File: config.mk
export PLATFORM = sky130hd
export DESIGN_NAME = pci_dma_window_xlate
export DESIGN_NICKNAME = d
export VERILOG_FILES = /design/src/rtl/pdt_pkg.sv /design/src/rtl/pdt_regfile.sv /design/src/rtl/pdt_window_eval.sv /design/src/rtl/pdt_prio_pick.sv /design/src/rtl/pci_dma_window_xlate.sv
export SDC_FILE = /design/constraint.sdc
export NUM_CORES = 2
export LEC_CHECK = 0
export ABC_AREA = 0
export BUFFER_PORTS_ARGS = -buffer_cell sky130_fd_sc_hd__buf_4
export CORE_MARGIN = 2
export CORE_UTILIZATION = 45
export DETAILED_ROUTE_END_ITERATION = 8
export SYNTH_ARGS = -nofsm -noshare
export SYNTH_HDL_FRONTEND = slang
export SYNTH_SLANG_ARGS = --single-unit
export TNS_END_PERCENT = 5
File: constraint.sdc
create_clock -name clk -period 2.3 [get_ports clk]
set_input_delay 0 -clock clk [delete_from_list [all_inputs] [get_ports clk]]
set_output_delay 0 -clock clk [all_outputs]
set_load 0.03 [all_outputs]
File: src/rtl/pdt_pkg.sv
package pdt_pkg;

    localparam int unsigned WORD_W    = 64;
    localparam int unsigned NUM_WIN   = 4;
    localparam int unsigned WIN_IDX_W = $clog2(NUM_WIN);
    localparam int unsigned KIND_W    = 2;
    localparam int unsigned REG_AW    = 5;
    localparam int unsigned CMP_LO    = 20;
    localparam int unsigned CMP_HI    = 30;
    localparam int unsigned BIT_EN    = 0;
    localparam int unsigned BIT_SG    = 1;

    typedef enum logic [KIND_W-1:0] {
        RK_BASE   = 2'd0,
        RK_SIZE   = 2'd1,
        RK_TARGET = 2'd2,
        RK_NONE   = 2'd3
    } reg_kind_e;

    typedef struct packed {
        logic [WORD_W-1:0] base;
        logic [WORD_W-1:0] size;
        logic [WORD_W-1:0] target;
    } win_cfg_t;

    typedef struct packed {
        logic              hit;
        logic              err;
        logic [WORD_W-1:0] addr;
    } xl_res_t;

    function automatic logic reg_is_mapped(input logic [REG_AW-1:0] a);
        return (a[REG_AW-1:KIND_W+WIN_IDX_W] == '0) &&
               (reg_kind_e'(a[KIND_W-1:0]) != RK_NONE);
    endfunction

    function automatic logic [WORD_W-1:0] cmp_mask(input logic [WORD_W-1:0] size);
        logic [WORD_W-1:0] m;
        m = '0;
        m[CMP_HI:CMP_LO] = ~size[CMP_HI:CMP_LO];
        return m;
    endfunction

    function automatic logic [WORD_W-1:0] off_mask(input logic [WORD_W-1:0] size);
        logic [WORD_W-1:0] m;
        m = '0;
        m[CMP_HI:CMP_LO]   = size[CMP_HI:CMP_LO];
        m[CMP_LO-1:0]      = '1;
        return m;
    endfunction

endpackage

File: src/rtl/pdt_regfile.sv
module pdt_regfile
    import pdt_pkg::*;
#(
    parameter int unsigned N_WIN = NUM_WIN,
    parameter int unsigned AW    = REG_AW
) (
    input  logic                          clk,
    input  logic                          rst,
    input  logic                          we,
    input  logic [AW-1:0]                 addr,
    input  logic [WORD_W-1:0]             wdata,
    output logic [WORD_W-1:0]             rdata,
    output win_cfg_t [N_WIN-1:0]          cfg
);
    localparam int unsigned IDX_W = (N_WIN > 1) ? $clog2(N_WIN) : 1;

    logic              mapped;
    logic [IDX_W-1:0]  idx;
    reg_kind_e         kind;

    assign mapped = reg_is_mapped(addr);
    assign idx    = addr[KIND_W +: IDX_W];
    assign kind   = reg_kind_e'(addr[KIND_W-1:0]);

    for (genvar w = 0; w < N_WIN; w++) begin : g_win
        logic sel;
        assign sel = we && mapped && (idx == IDX_W'(w));
        always_ff @(posedge clk) begin
            if (rst) begin
                cfg[w] <= '0;
            end else if (sel) begin
                case (kind)
                    RK_BASE:   cfg[w].base   <= wdata;
                    RK_SIZE:   cfg[w].size   <= wdata;
                    RK_TARGET: cfg[w].target <= wdata;
                    default:   ;
                endcase
            end
        end
    end

    logic [WORD_W-1:0] rd_next;
    always_comb begin
        rd_next = '0;
        if (mapped) begin
            case (kind)
                RK_BASE:   rd_next = cfg[idx].base;
                RK_SIZE:   rd_next = cfg[idx].size;
                RK_TARGET: rd_next = cfg[idx].target;
                default:   rd_next = '0;
            endcase
        end
    end

    always_ff @(posedge clk) begin
        if (rst) rdata <= '0;
        else     rdata <= rd_next;
    end
endmodule

File: src/rtl/pdt_window_eval.sv
module pdt_window_eval
    import pdt_pkg::*;
(
    input  win_cfg_t          cfg,
    input  logic [WORD_W-1:0] bus,
    output logic              cand,
    output logic              sg,
    output logic [WORD_W-1:0] xaddr
);
    logic              match;
    logic [WORD_W-1:0] off;

    assign match = ((bus ^ cfg.base) & cmp_mask(cfg.size)) == '0;
    assign cand  = match && cfg.base[BIT_EN];
    assign sg    = cfg.base[BIT_SG];
    assign off   = off_mask(cfg.size);
    assign xaddr = (cfg.target & ~off) | (bus & off);
endmodule

File: src/rtl/pdt_prio_pick.sv
module pdt_prio_pick
    import pdt_pkg::*;
#(
    parameter int unsigned N_WIN = NUM_WIN
) (
    input  logic [N_WIN-1:0]              cand,
    input  logic [N_WIN-1:0]              sg,
    input  logic [N_WIN-1:0][WORD_W-1:0]  xaddr,
    output xl_res_t                       res
);
    always_comb begin
        logic found;
        found = 1'b0;
        res   = '0;
        for (int i = 0; i < int'(N_WIN); i++) begin
            if (!found && cand[i]) begin
                found = 1'b1;
                if (sg[i]) begin
                    res.err = 1'b1;
                end else begin
                    res.hit  = 1'b1;
                    res.addr = xaddr[i];
                end
            end
        end
    end
endmodule

File: src/rtl/pci_dma_window_xlate.sv
module pci_dma_window_xlate
    import pdt_pkg::*;
(
    input  logic                clk,
    input  logic                rst,
    input  logic                reg_we,
    input  logic [REG_AW-1:0]   reg_addr,
    input  logic [WORD_W-1:0]   reg_wdata,
    output logic [WORD_W-1:0]   reg_rdata,
    input  logic [WORD_W-1:0]   lk_addr,
    output logic [WORD_W-1:0]   xl_addr,
    output logic                xl_hit,
    output logic                xl_err
);
    win_cfg_t [NUM_WIN-1:0]             cfg;
    logic [NUM_WIN-1:0]                 cand;
    logic [NUM_WIN-1:0]                 sg;
    logic [NUM_WIN-1:0][WORD_W-1:0]     xaddr;
    xl_res_t                            res_c;
    xl_res_t                            res_q;

    pdt_regfile #(.N_WIN(NUM_WIN), .AW(REG_AW)) u_regs (
        .clk   (clk),
        .rst   (rst),
        .we    (reg_we),
        .addr  (reg_addr),
        .wdata (reg_wdata),
        .rdata (reg_rdata),
        .cfg   (cfg)
    );

    for (genvar w = 0; w < NUM_WIN; w++) begin : g_eval
        pdt_window_eval u_eval (
            .cfg   (cfg[w]),
            .bus   (lk_addr),
            .cand  (cand[w]),
            .sg    (sg[w]),
            .xaddr (xaddr[w])
        );
    end

    pdt_prio_pick #(.N_WIN(NUM_WIN)) u_pick (
        .cand  (cand),
        .sg    (sg),
        .xaddr (xaddr),
        .res   (res_c)
    );

    always_ff @(posedge clk) begin
        if (rst) res_q <= '0;
        else     res_q <= res_c;
    end

    assign xl_addr = res_q.addr;
    assign xl_hit  = res_q.hit;
    assign xl_err  = res_q.err;
endmodule

==> key figures <==
Placement
  – PortBufs: roughly 230
  – GPL Wtd Cong: a little under 0.9
  – DP Area: 0.0423 mm2
  – DP HPWL: around 79,000 um

Floorplan
  – Die area: between 0.08 and 0.09 mm2
  – Num ports: between 200 and 300
  – Die height: 297 um
  – Core Area: ~0.085 mm2
  – FP Rows: roughly 110
  – Initial Util: 45.4%
  – Die Wd: between 200 and 300 um

Timing
  – Fin. max-slew vios: 0
  – Setup TNS Final: -0.0519 ns
  – Worst Tran Pin Value: 1.14 ns
  – Top achievable clock speed: 0.433 GHz
  – Clock skew: between 0.02 and 0.025 ns
  – Final Cycle Share: 100%
  – Final setup viols: 9
  – Clock period minus worst slack: between 2 and 2.5 ns
  – Final worst setup slack: -0.0105 ns
  – Max_slew headroom: around a quarter
  – Hold slack final: around 0.0012 ns
  – Unrepaired setup endpoints after global routing: yes
  – Final hold vios: 0

Power and ir drop
  – Combinational power share: 5.8%
  – Lkg Pwr: ~16 nW
  – Sequential power share: 46.0%
  – Pint: 26.3 mW
  – Switch share: between 20 and 25%
  – Worst VDD drop: ~0.49 mV
  – Net switching power: 7.91 mW
  – Clk network pwr share: between 40% and 50%
  – PD cells: slightly above 700 mW/mm2

Setup path
  – Crit Path Category: flip-flop to flip-flop
  – Critical Path Slowest Stage Cell: or4_4
  – RR Startpoint: u_regs.cfg[532]
  – Reg2reg setup slack: -0.01 ns
  – Worst setup SP type: flip-flop
  – Critical-path maximum fanout: 10
  – CP top delay family: simple AND/OR/NAND/NOR gates
  – Cell breakdown of the critical path: xnor2_2, o22ai_2, or4_4, o211ai_4, or2_4, bufbuf_16, a311oi_1
  – CP arrival: about 2.8 ns
  – Reg2reg end: xl_addr[33]
  – Worst Path Buf+Inv: 1
  – Req. time, crit path: between 2 and 3 ns
  – FF-to-FF path depth: 7
  – Crit end category: flip-flop
  – CP max stage delay: roughly 0.59 ns

Drt
  – Top routing layer in use: met5
  – Detail Route Antenna Nets: 0
  – Routed WL: 137,000 um
  – Met3 routed WL: roughly 12,000 um
  – Vias: 34,340
  – Initial DRC Count: around 4,000
  – First-pass detailed-route iteration total: 5
  – WL/cell: between 20 and 25 um
  – Routed met1 length: 56,900 um
  – Via/cell ratio: approximately 5.7
  – # DRC: 0
  – Met2 routed WL: approximately 64,000 um

GRT
  – First-pass GRT wire length: around 210,000 um
  – GRT Total Usage: 30.1%
  – Initial antenna violation count: 2
  – Remaining global-route overflow: 0
  – Largest net degree at the start of global routing: 168
  – Number of global-route vias before repair: about 33,000

Synth
  – Cell taking the most area after synthesis: dfxtp_1
  – Post-synth EDFFs: 0
  – Netlist cell types: 50
  – Top_reg_cell synth: dfxtp_1
  – Cells after Synth: between 4,000 and 5,000
  – Synth Net Count: 4,706
  – Synth Register Bits: between 800 and 900
  – Post-synthesis mux area share: between 10% and 20%
  – Synth Area in Compound Gates: between 10% and 20%
  – Largest family of logic cells by synthesized area: simple AND/OR/NAND/NOR gates
  – Seq/Total Area, Yosys: a little under half
  – Xor/xnor cell area share of the yosys netlist: 1.07%
  – Async set-reset flop share out of synthesis: 0%
  – Ys Warns: 0
  – Top area cells in the synthesized netlist: dfxtp_1, nand2_1, mux4_2
  – Top-area cell type share of the netlist area: 46.4%
  – Synth Area in Adders: 0%
  – Most frequent cell after synthesis: nand2_1
  – Top cells by count, synth: nand2_1, dfxtp_1, a21oi_1, clkbuf_1, mux4_2
  – Post-Syn Area per Cell: ~8.5 um2
  – Netlist area before placement: approximately 0.039 mm2
  – Post-Synth Simple-Gate Area: about a fifth

Min path
  – Hold path startpoint: lk_addr[25]
  – Hold Path Depth: 4
  – Hold endpoint: xl_addr[25]
  – Hold WC Path Type: input pin to flip-flop

Clock tree
  – CTS Sinks: about 900
  – Clk_lat worst skew: approximately 0.66 ns
  – Root Buffer: clkbuf_16
  – Worst-path clk slew: roughly 0.06 ns
  – H-tree Lvls: 3
  – CTS max path bufs: 3
  – Num CTS Buffers: 96
  – TritonCTS clock tree: done

Finish
  – Share of cells above drive strength 1: between 10% and 20%
  – Layout Nets: roughly 4,900
  – FILL cells: between 7,000 and 8,000
  – Ant. Diodes: 0
  – Post-route cell area: 0.0474 mm2
  – Synth-to-Final Area Change: 22.4%

Status
  – Status: complete, but fails checks
  – Failing checks: negative setup slack

Run
  – Max-Cap Viols: 0
[layer usage]
metal	vias up	track usage (%)
li1	15859	-
met1	16568	41.0
met2	1620	48.1
met3	291	4.29
met4	2	12.1
met5	-	0
[cells by family (layout without fill, tap and decap cells)]
logic type | count (synthesis) | in the layout
simple gates | 1867 | 1867
compound gates | 985 | 985
flops | 898 | 898
buf+inv | 487 | 757
mux | 289 | 289
xor+xnor | 44 | 44
[area by class of cell]
cell class,count,area [um2],area share [%]
clock buffers,148,3020,6.38
clock inverters,26,350,0.739
inverters,34,128,0.269
multi-input cells,3185,19100,40.3
flip-flops and latches,898,18000,37.9
well taps,1144,1430,3.02
repair buffers,549,5370,11.3
[power by group through the flow]
stage | sequential, mW | clock, mW | combinational (mW)
floorplan | 16.0 | 0 | 1.08
detailed placement | 16.1 | 0 | 1.78
finish | 15.7 | 16.5 | 1.99
global placement | 16.1 | 0 | 1.78
CTS | 15.7 | 16.6 | 1.94
global route | 15.7 | 17.3 | 2.08
[sequential cells by signal, summed over array words and instances (netlist names)]
signal	cells
xl_hit	1
u_regs.rdata	64
xl_err	1
u_regs.cfg	768
xl_addr	64
[worst max-delay path by stage]
stage,start,end,cells past startpoint
4_1_cts,u_regs.cfg[542],xl_addr[49],8
6_report,u_regs.cfg[532],xl_addr[33],7
2_1_floorplan,u_regs.cfg[533],xl_addr[43],9
3_5_place_dp,u_regs.cfg[542],xl_addr[45],7
3_3_place_gp,u_regs.cfg[542],xl_addr[52],7
5_1_grt,u_regs.cfg[340],xl_addr[26],7
[stage by stage]
stage / worst slack (ns) / util (%) / power, mW / instances
final: -0.0105 / 55.6 / 34.2 / 5984
after floorplan: 0.134 / - / 17.1 / 4570
after global routing: -0.0547 / 55.6 / 35.1 / 5984
after CTS: -0.0206 / 55.3 / 34.3 / 5978
after detailed placement: -0.162 / 49.6 / 17.8 / 5661
after global placement: -0.106 / 49.6 / 17.8 / 5661
[worst reg2reg max path, stage by stage (launching register included)]
cell and delay (ns):
dfxtp_2 0.33, xnor2_2 0.16, o22ai_2 0.11, or4_4 0.59, o211ai_4 0.31, or2_4 0.25, bufbuf_16 0.32, a311oi_1 0.10
[layout by cell type, fill, tap and decap left out, types with 15 or more instances in the layout]
master / netlist / layout
clkbuf_8: 0 / 32
nand3_1: 47 / 44
a31oi_1: 44 / 44
dfxtp_1: 898 / 886
clkbuf_1: 362 / 15
mux4_2: 192 / 192
clkbuf_16: 0 / 101
dlygate4sd3_1: 0 / 141
inv_1: 34 / 34
nor2_1: 132 / 132
a21oi_2: 20 / 20
a311oi_2: 38 / 41
nor4_1: 45 / 45
xnor2_1: 40 / 31
mux2i_1: 75 / 75
nand2b_1: 21 / 20
mux2_2: 22 / 22
a21oi_1: 834 / 834
buf_12: 0 / 62
nor3_1: 36 / 36
nand2_1: 1545 / 1536
buf_4: 6 / 335
[what timing repair did]
item	4_1_cts	5_1_grt
pin swaps	9	7
endpoints found under the hold margin	837	1
resized for setup	16	41
endpoints found under the setup margin	65	93
cloned	1	0
buffers inserted	2	5
hold buffers	140	1
No activity file was read; power rests on OpenSTA's default activity.
